==> config.mk <==
export PLATFORM = sky130hd
export DESIGN_NAME = clk_rate_sel
export DESIGN_NICKNAME = d
export VERILOG_FILES = /design/src/rtl/clk_rate_pkg.sv /design/src/rtl/crs_rate_latch.sv /design/src/rtl/crs_divider.sv /design/src/rtl/clk_rate_sel.sv
export SDC_FILE = /design/constraint.sdc
export NUM_CORES = 1
export LEC_CHECK = 0
export ABC_CLOCK_PERIOD_IN_PS = 3780
export BUFFER_PORTS_ARGS = -buffer_cell sky130_fd_sc_hd__buf_2
export CAP_MARGIN = 20
export CORE_MARGIN = 1
export CORE_UTILIZATION = 31
export DETAILED_ROUTE_END_ITERATION = 7
export PLACE_DENSITY_LB_ADDON = 0.3
export SLEW_MARGIN = 20
export SYNTH_ARGS = -nofsm -noshare
export SYNTH_HDL_FRONTEND = slang
export SYNTH_SLANG_ARGS = --single-unit
export TNS_END_PERCENT = 10
==> constraint.sdc <==
create_clock -name clk -period 3.78 [get_ports clk]
set_input_delay 0.189 -clock clk [delete_from_list [all_inputs] [get_ports clk]]
set_output_delay 0.189 -clock clk [all_outputs]
set_load 0.01 [all_outputs]
==> src/rtl/clk_rate_pkg.sv <==
package clk_rate_pkg;

  // Width of the shift amount that stands for a divide ratio of 2^shift.
  localparam int unsigned SHIFT_W = 3;

  // Turn a select code into a shift. Code 0 is full speed. Codes above
  // the largest ratio saturate at that ratio.
  function automatic logic [SHIFT_W-1:0] sel_to_shift(
    input int unsigned code,
    input int unsigned max_shift
  );
    int unsigned s;
    if (code > max_shift) s = max_shift;
    else                  s = code;
    return SHIFT_W'(s);
  endfunction

endpackage

==> src/rtl/crs_rate_latch.sv <==
module crs_rate_latch #(
  parameter int unsigned SEL_W = 3
) (
  input  logic             clk,
  input  logic             rst,
  input  logic [SEL_W-1:0] speed_sel,
  input  logic             bus_cycle_end,
  output logic [SEL_W-1:0] act_code,
  output logic             restart
);

  logic [SEL_W-1:0] code_q;

  // A different code taken at a bus boundary restarts the divider.
  assign restart  = bus_cycle_end && (speed_sel != code_q);
  assign act_code = code_q;

  always_ff @(posedge clk) begin
    if (rst) begin
      code_q <= '0;
    end else if (bus_cycle_end) begin
      code_q <= speed_sel;
    end
  end

  AST_HOLD_OFF_BOUNDARY: assert property (@(posedge clk) disable iff (rst)
    !bus_cycle_end |=> $stable(act_code)) else $error("code moved without boundary");

  AST_TAKE_AT_BOUNDARY: assert property (@(posedge clk) disable iff (rst)
    bus_cycle_end |=> (act_code == $past(speed_sel))) else $error("code not taken");

endmodule

==> src/rtl/crs_divider.sv <==
module crs_divider #(
  parameter int unsigned MAX_SHIFT = 5,
  parameter int unsigned SHIFT_W   = 3
) (
  input  logic               clk,
  input  logic               rst,
  input  logic               restart,
  input  logic [SHIFT_W-1:0] shift,
  output logic               ce
);

  localparam int unsigned CNT_W = (MAX_SHIFT > 0) ? MAX_SHIFT : 1;

  logic [CNT_W-1:0] cnt_q;
  logic [CNT_W-1:0] last;

  // The count runs from 0 to 2^shift - 1. With shift 0 it stays at 0 and
  // the strobe stays high.
  always_comb begin
    last = '0;
    for (int b = 0; b < CNT_W; b++) begin
      if (b < int'(shift)) last[b] = 1'b1;
    end
  end

  assign ce = (cnt_q == last);

  always_ff @(posedge clk) begin
    if (rst || restart) begin
      cnt_q <= '0;
    end else if (cnt_q == last) begin
      cnt_q <= '0;
    end else begin
      cnt_q <= cnt_q + 1'b1;
    end
  end

  AST_CE_SPACING: assert property (@(posedge clk) disable iff (rst)
    (ce && !restart && shift != '0) |=> !ce) else $error("back-to-back strobe");

  AST_CNT_IN_RANGE: assert property (@(posedge clk) disable iff (rst)
    cnt_q <= last) else $error("count beyond period");

  AST_FIRST_AFTER_RESTART: assert property (@(posedge clk) disable iff (rst)
    ($past(restart) && shift != '0) |-> !ce) else $error("early strobe after switch");

endmodule

==> src/rtl/clk_rate_sel.sv <==
module clk_rate_sel #(
  parameter int unsigned SEL_W     = 3,
  parameter int unsigned MAX_SHIFT = 5,
  parameter int unsigned NUM_SEC   = 1
) (
  input  logic               clk,
  input  logic               rst,
  input  logic [SEL_W-1:0]   speed_sel,
  input  logic [NUM_SEC-1:0] sec_full_speed,
  input  logic               bus_cycle_end,
  output logic               cpu_ce,
  output logic [NUM_SEC-1:0] sec_ce,
  output logic               periph_ce
);
  import clk_rate_pkg::*;

  logic [SEL_W-1:0]   act_code;
  logic               restart;
  logic [SHIFT_W-1:0] shift;

  crs_rate_latch #(.SEL_W(SEL_W)) u_latch (
    .clk           (clk),
    .rst           (rst),
    .speed_sel     (speed_sel),
    .bus_cycle_end (bus_cycle_end),
    .act_code      (act_code),
    .restart       (restart)
  );

  assign shift = sel_to_shift(int'(act_code), MAX_SHIFT);

  crs_divider #(.MAX_SHIFT(MAX_SHIFT), .SHIFT_W(SHIFT_W)) u_div (
    .clk     (clk),
    .rst     (rst),
    .restart (restart),
    .shift   (shift),
    .ce      (cpu_ce)
  );

  // Each secondary master either follows the processor rate or runs free.
  for (genvar g = 0; g < NUM_SEC; g++) begin : g_sec
    assign sec_ce[g] = sec_full_speed[g] | cpu_ce;
  end

  assign periph_ce = 1'b1;

endmodule

==> Yosys cells after proc, flatten, opt, wreduce, memory -nomap -nowiden <==
Index checks and enable logic that the tools add are counted.
{ "totals": {"register_bits": 8, "latchBits": 0, "ramBits": 0, "mem_bits_ro": 0, "input_bits": 7, "out_inout_bits": 3, "elab_cells": 21, "memories": 0} }
{ "op_classes": {"n_addsub": 1, "mul": 0, "div_mod_pow": 0, "order_cmp": 6, "n_eq_ne": 2, "n_shift": 0, "muxes": 6, "n_bitwise": 1, "reduce_logical": 3} }
{ "op_table": {"columns": ["operator", "n"], "rows": [
  ["$lt 1x3->1 const A", 2],
  ["$lt 2x3->1 const A", 2],
  ["$add 5x1->5 const B", 1],
  ["$eq 5x5->1", 1],
  ["$mux 1", 5],
  ["$gt 3x3->1 const B", 1],
  ["$lt 3x3->1 const A", 1],
  ["$mux 3", 1],
  ["$ne 3x3->1", 1],
  ["$reduce_or 2->1", 1],
  ["$logic_and 1x1->1", 1],
  ["$logic_or 1x1->1", 1],
  ["$or 1x1->1", 1]
]} }

==> Logic depth before layout (Yosys ltp) <==
Gate-level depths: netlist (run 1).
{ "depth": {"ltp_word": 6, "ltp_mapped": 4, "mapped_depth_nobuf": 4} }

==> Modules after synthesis <==
Synthesis (run 1) repeated with hierarchy kept, for this count alone.
{ "hier_totals": {"cells_unflattened": 48, "hier_area_um2": 469.2} }
{ "modules_own_cells": {"columns": ["module", "n_inst", "cells_per_inst", "area_per_inst_um2", "seq_area_each_um2"], "rows": [
  ["crs_divider", 1, 29, 297.8, 100.1],
  ["crs_rate_latch", 1, 13, 136.4, 60.1],
  ["clk_rate_sel", 1, 6, 35.0, 0.0]
]} }

==> Worst setup path before layout (run 1) <==
OpenSTA, ideal clock, no wires.
{ "synth_path": {"kind": "reg-to-output", "from": "register u_latch.code_q[2], in the netlist u_latch.act_code[2]", "to": "output port sec_ce", "arrival_time_ps": 1442, "required_ps": 3591, "path_slack_ps": 2149, "stages_incl_launch_ff": 5, "path_buffers": 0, "cell_sequence": "dfxtp_1 > nor2_2 > or4b_4 > a32oi_4 > or2_1"} }
{ "synth_via": {"elab_chain_cells": 6, "elab_cells_between_ends": 14, "cone_classes": "6 x order compare; 1 x eq/ne; 6 x mux; 1 x bitwise"} }
{ "synth_lines": {"columns": ["item", "line_no", "source"], "rows": [
  ["start, declared", "crs_rate_latch.sv:12", "logic [SEL_W-1:0] code_q;"],
  ["start signal, assigned", "crs_rate_latch.sv:22", "code_q <= speed_sel;"],
  ["$gt 3x3->1", "clk_rate_pkg.sv:13", "if (code > max_shift) s = max_shift;"],
  ["$mux 3 (*)", "clk_rate_pkg.sv:13", null],
  ["$lt 1x3->1, or another cell as far along", "crs_divider.sv:22", "if (b < int'(shift)) last[b] = 1'b1;"],
  ["$mux 1", "crs_divider.sv:22", null],
  ["$eq 5x5->1 (*)", "crs_divider.sv:26", "assign ce = (cnt_q == last);"],
  ["named net cpu_ce", "clk_rate_sel.sv:11", "output logic cpu_ce,"],
  ["$or 1x1->1 (*)", "clk_rate_sel.sv:42", "assign sec_ce[g] = sec_full_speed[g] | cpu_ce;"],
  ["end, declared", "clk_rate_sel.sv:12", "output logic [NUM_SEC-1:0] sec_ce,"]
]} }
The timed path passes the listed nets; every way through them passes the cells marked *.

==> Worst setup path after layout (run 1) <==
{ "layout_path": {"from": "register u_latch.code_q[2], in the netlist u_latch.act_code[2]", "to": "output port sec_ce"} }
{ "layout_via": {"elab_chain_cells": 6, "elab_cells_between_ends": 14, "cone_classes": "6 x order compare; 1 x eq/ne; 6 x mux; 1 x bitwise"} }
{ "layout_lines": {"columns": ["item", "line_no"], "rows": [
  ["$gt 3x3->1", "clk_rate_pkg.sv:13"],
  ["$mux 3 (*)", "clk_rate_pkg.sv:13"],
  ["$lt 1x3->1, or another cell as far along", "crs_divider.sv:22"],
  ["$mux 1", "crs_divider.sv:22"],
  ["$eq 5x5->1 (*)", "crs_divider.sv:26"],
  ["$or 1x1->1 (*)", "clk_rate_sel.sv:42"]
]} }
Every way passes the cells marked *; elsewhere a longest branch is shown, timed or not.

==> flow_metrics.env, run 1 <==
export IMPL_antenna_found_initial=0
export IMPL_power_internal_uw=142.8
export IMPL_clk_latency_ps=250
export IMPL_final_hold_violation_count=0
export IMPL_cp_end_kind="output pin"
export IMPL_required_ps=3590
export IMPL_coreArea_um2=1334
export IMPL_cts_resized=0
export IMPL_viasPerCell=5.261
export IMPL_synth_mux_area_frac=0.06593
export IMPL_cts_buffer_depth=2
export IMPL_pwr_share_clk=0.323
export IMPL_path_class="register to output pin"
export IMPL_synth_cells=45
export IMPL_peakVddDrop_v=0.0002100
export IMPL_min_period_over_period=0.5277
export IMPL_yosys_area_top_type_share=0.3516
export IMPL_area_growth_pct=15.38
export IMPL_drive_above_1_share=0.2778
export IMPL_grt_max_degree=9
export IMPL_cts_tree="built"
export IMPL_overflow=0
export IMPL_drc_errors=0
export IMPL_antenna_left=0
export IMPL_critPathLaunchType="register"
export IMPL_layout_min_cycle_time_ps=1995
export IMPL_die_y_um=40.33
export IMPL_chipWidth_um=40.33
export IMPL_synth_area_per_cell_um2=10.12
export IMPL_rows=13
export IMPL_path_max_fanout=7
export IMPL_combPwrFrac=0.193
export IMPL_r2r_slack_ps=2270
export IMPL_synth_area_um2=455.4
export IMPL_drtPass1Iterations=4
export IMPL_synth_largest_area_cell="dfxtp_1"
export IMPL_cp_data_arrival_time_ps=1810
export IMPL_cts_max_level=1
export IMPL_yosys_area_share_xor_xnor=0.1346
export IMPL_start_util=0.3415
export IMPL_sw_frac_of_total=0.2647
export IMPL_synth_top_family_by_area="simple AND/OR/NAND/NOR gates"
export IMPL_final_area_um2=525.5
export IMPL_cap_violations=0
export IMPL_mostFrequentLayoutCells="buf_2 (8), dfxtp_1 (8), xor2_1 (5)"
export IMPL_cts_clk_slew_worst_paths_ps=50
export IMPL_ioPinCount=10
export IMPL_maxSlewViolCount=0
export IMPL_wl_per_cell_um=11.74
export IMPL_hold_path_class="input port to register"
export IMPL_fin_setup_tns_ps=0
export IMPL_vias=363
export IMPL_postCtsHoldBufs=0
export IMPL_finalClockSkew_ps=6.607
export IMPL_cts_buffers=3
export IMPL_finalWirelength_um=810
export IMPL_postPlaceCellArea_um2=503.0
export IMPL_gp_congestion=0.7245
export IMPL_synth_seq_cells=8
export IMPL_seq_area_frac_synth=0.3516
export IMPL_power_frac_seq=0.484
export IMPL_p_switching_uw=51.40
export IMPL_synth_fa_ha_area_frac=0.02747
export IMPL_setup_viol=0
export IMPL_die_area_um2=1627
export IMPL_first_iter_violations=10
export IMPL_synth_simple_area_share=0.2692
export IMPL_synth_nets=53
export IMPL_status="completed"
export IMPL_powerDensity_nw_per_um2=369.5
export IMPL_yosys_warnings=0
export IMPL_synth_area_leaders="dfxtp_1 (35%), xor2_1 (9.6%), mux2i_1 (6.6%)"
export IMPL_cellLeakagePower_uw=0.0002038
export IMPL_grt_pass1_vias=354
export IMPL_grt_pass1_wl_um=1469
export IMPL_hpwl_um=607.8
export IMPL_n_antenna_cell=0
export IMPL_cts_sinks=8
export IMPL_fin_total_pwr_uw=194.2
export IMPL_synth_compound_area_frac=0.1181
export IMPL_grt_usage=0.1409
export IMPL_fin_nets=64
export IMPL_io_buffers=8
export IMPL_rsz0062_at_grt="no"
export IMPL_max_freq_ghz=0.5013
export IMPL_synthDistinctLibCells=22
export IMPL_cts_setup_buffers=0
export IMPL_cts_root_buf="clkbuf_4"
[cell usage after synthesis]
cell type / number
or4b_4: 1
buf_4: 1
o31a_1: 2
ha_1: 1
nor4_1: 4
nand2b_2: 1
xor2_1: 5
or2b_1: 1
a32oi_4: 1
nand4_1: 2
nor4b_1: 1
o2111ai_1: 1
nor2_2: 1
nand4b_1: 1
or2_1: 1
clkbuf_1: 1
conb_1: 1
mux2i_1: 3
nand3_1: 2
dfxtp_1: 8
nor2_1: 4
xnor2_1: 2
[stage by stage]
stage               instances  utilization  hold slack (ps)  setup slack (ps)
floorplan                  45            -            336.2              2149
global route               69       0.3940            220.8              1682
finish                     69       0.3940            213.6              1785
CTS                        69       0.3940            205.4              1754
global placement           66       0.3771            459.3              2041
detailed placement         66       0.3771            465.5              2027
[layout make-up]
type	instances	area (um2)
multi-input cells	35	284.0
fillers	154	808.3
flip-flops and latches	8	160.2
repair buffers	8	40.04
well taps	15	18.77
clock buffers	3	22.52
[worst max-delay path, cell delays in order, from the launching register on]
cell and delay [ps]:
dfxtp_1 370, nor2_2 140, or4b_4 480, a32oi_4 320, or2_1 140, buf_2 120
[routing by layer]
metal,routed length [um],global-route usage,vias to the layer above
li1,-,-,186
met1,370,0.1717,172
met2,411,0.2143,3
met3,14,0.01667,2
met4,14,0.1250,0
met5,0,0,-
[final timing paths]
check,start,endpoint,cells past startpoint
max,u_latch.act_code[2]$_SDFFE_PP0P_,sec_ce,5
min,speed_sel[1],u_latch.act_code[1]$_SDFFE_PP0P_,3
max reg2reg,u_latch.act_code[2]$_SDFFE_PP0P_,u_div.cnt_q[4]$_SDFF_PP0_,4
min reg2reg,u_div.cnt_q[0]$_SDFF_PP0_,u_div.cnt_q[0]$_SDFF_PP0_,1
[flip-flops by register name, summed over array words and instances, names as in the netlist]
signal and flops:
u_div.cnt_q 5, u_latch.act_code 3
[power groups by stage]
stage	logic (uW)	clock network, uW	registers (uW)
2_1_floorplan	27.9	0	94.2
3_3_place_gp	37.3	0	95.6
3_5_place_dp	37.7	0	95.6
4_1_cts	37.9	66.3	93.8
5_1_grt	41.9	69.8	94.5
6_report	37.5	62.8	93.9
[cells by family (layout without fill, tap and decap cells)]
family | Yosys count | count (layout)
flops | 8 | 8
buf+inv | 2 | 11
compound gates | 4 | 4
mux | 3 | 3
simple gates | 19 | 19
fa+ha+maj | 1 | 1
other cells | 1 | 1
xor+xnor | 7 | 7
No activity file was read; power rests on OpenSTA's default activity.
==> run 2: changes to the inputs <==
--- a/config.mk
+++ b/config.mk
@@ -5,7 +5,7 @@
 export SDC_FILE = /design/constraint.sdc
 export NUM_CORES = 1
 export LEC_CHECK = 0
-export ABC_CLOCK_PERIOD_IN_PS = 3780
+export ABC_CLOCK_PERIOD_IN_PS = 1800
 export BUFFER_PORTS_ARGS = -buffer_cell sky130_fd_sc_hd__buf_2
 export CAP_MARGIN = 20
 export CORE_MARGIN = 1
==> constraint.sdc (replaced) <==
create_clock -name clk -period 1.8 [get_ports clk]
set_input_delay 0.09 -clock clk [delete_from_list [all_inputs] [get_ports clk]]
set_output_delay 0.09 -clock clk [all_outputs]
set_load 0.01 [all_outputs]
==> flow_metrics.env, run 2 (same netlist as run 1, synthesis figures left out) <==
export IMPL_clk_latency_ps=240
export IMPL_vias=357
export IMPL_cp_data_arrival_time_ps=1630
export IMPL_cts_sinks=8
export IMPL_cts_tree="built"
export IMPL_first_iter_violations=17
export IMPL_cp_end_kind="output pin"
export IMPL_gp_congestion=0.7005
export IMPL_grt_max_degree=9
export IMPL_path_class="register to output pin"
export IMPL_hpwl_um=601.7
export IMPL_post_route_util=0.4062
export IMPL_ioPinCount=10
export IMPL_postCtsHoldBufs=0
export IMPL_drtPass1Iterations=4
export IMPL_cts_root_buf="clkbuf_4"
export IMPL_mostFrequentLayoutCells="buf_2 (8), dfxtp_1 (7), xor2_1 (5)"
export IMPL_grt_usage=0.1326
export IMPL_layout_min_cycle_time_ps=1724
export IMPL_die_y_um=40.33
export IMPL_p_switching_uw=108.3
export IMPL_final_hold_violation_count=0
export IMPL_hold_ws_ps=101.5
export IMPL_drive_above_1_share=0.3214
export IMPL_layout_cells_most_common="buf_2"
export IMPL_rows=13
export IMPL_setup_viol=0
export IMPL_status="completed"
export IMPL_rsz0062_at_grt="yes"
export IMPL_max_freq_ghz=0.5801
export IMPL_viasPerCell=5.028
export IMPL_min_period_over_period=0.9577
export IMPL_largest_reg_flops=5
export IMPL_finalClockSkew_ps=0.6780
export IMPL_cts_clk_slew_worst_paths_ps=50
export IMPL_start_util=0.3415
export IMPL_fin_total_pwr_uw=414.7
export IMPL_grt_pass1_wl_um=1352
export IMPL_fin_nets=66
export IMPL_hold_path_class="input port to register"
export IMPL_io_buffers=8
export IMPL_pwr_share_clk=0.316
export IMPL_n_antenna_cell=0
export IMPL_drc_errors=0
export IMPL_maxSlewViolCount=0
export IMPL_required_ps=1710
export IMPL_overflow=0
export IMPL_area_growth_pct=18.96
export IMPL_die_area_um2=1627
export IMPL_antenna_left=0
export IMPL_sw_frac_of_total=0.2612
export IMPL_peakVddDrop_v=0.0004034
export IMPL_grt_pass1_vias=338
export IMPL_path_max_fanout=7
export IMPL_wl_per_cell_um=11.51
export IMPL_coreArea_um2=1334
export IMPL_chipWidth_um=40.33
export IMPL_cts_buffers=3
export IMPL_r2r_slack_ps=310
export IMPL_powerDensity_nw_per_um2=765.4
export IMPL_cap_violations=0
export IMPL_power_frac_seq=0.474
export IMPL_finalWirelength_um=817
export IMPL_cts_max_level=1
export IMPL_largest_register="u_div.cnt_q"
export IMPL_cellLeakagePower_uw=0.0002146
export IMPL_cts_buffer_depth=2
export IMPL_antenna_found_initial=0
export IMPL_combPwrFrac=0.210
export IMPL_critPathLaunchType="register"
export IMPL_power_internal_uw=306.4
run 2: cell types whose count changed in the layout (fill, tap and decap cells not counted):
cell     change
dfxtp_2      +1
dfxtp_1      -1
buf_4        +2
run 2: through the flow:
step | instance area, um2 | instances | setup WS (ps) | setup TNS [ps]
2_1_floorplan | 455.4 | 45 | 268.0 | 0
3_3_place_gp | 510.5 | 67 | 162.5 | 0
3_5_place_dp | 510.5 | 67 | 156.6 | 0
4_1_cts | 540.5 | 71 | 17.27 | 0
5_1_grt | 541.8 | 71 | -31.01 | -31.01
6_report | 541.8 | 71 | 76.13 | 0
run 2: worst paths after layout:
| check | cells after the start | to | start |
|---|---|---|---|
| worst max-delay path | 5 | sec_ce | u_latch.act_code[2]$_SDFFE_PP0P_ |
| worst min-delay path | 2 | u_latch.act_code[2]$_SDFFE_PP0P_ | rst |
| worst max register to register | 5 | u_div.cnt_q[0]$_SDFF_PP0_ | u_latch.act_code[2]$_SDFFE_PP0P_ |
| worst min register to register | 1 | u_div.cnt_q[0]$_SDFF_PP0_ | u_div.cnt_q[0]$_SDFF_PP0_ |
run 2: power groups by stage:
stage	Combinational (uW)	Clock, uW	Sequential (uW)
after CTS	88.3	139	196
final	86.9	131	197
after floorplan	58.5	0	198
after global placement	81.2	0	200
after global routing	97.7	146	198
after detailed placement	81.7	0	200
run 2: final cells by class:
| class | count | area (um2) |
|---|---|---|
| Tap cell | 15 | 18.77 |
| Sequential cell | 8 | 161.4 |
| Clock buffer | 3 | 22.52 |
| Timing Repair Buffer | 10 | 55.05 |
| Multi-Input combinational cell | 35 | 284.0 |
| Fill cell | 143 | 792.0 |
run 2: worst max-delay path: stages, from the launching register on:
cell and delay, ps:
dfxtp_2 350, nor2_2 120, or4b_4 480, a32oi_4 210, or2_1 120, buf_2 120
run 2: repair_timing:
item	in CTS	in global routing
endpoints found under the hold margin	0	0
pin swaps	1	0
setup buffers	1	0
gates resized for setup	0	1
endpoints found under the setup margin	2	1
run 2: layer usage:
metal  vias up  share of wire  global-route usage
met5         -              0                   0
met4         0          0.017              0.1250
met3         2          0.015             0.03333
met2         3           0.46              0.1746
met1       161           0.50              0.1706
li1        191              -                   -
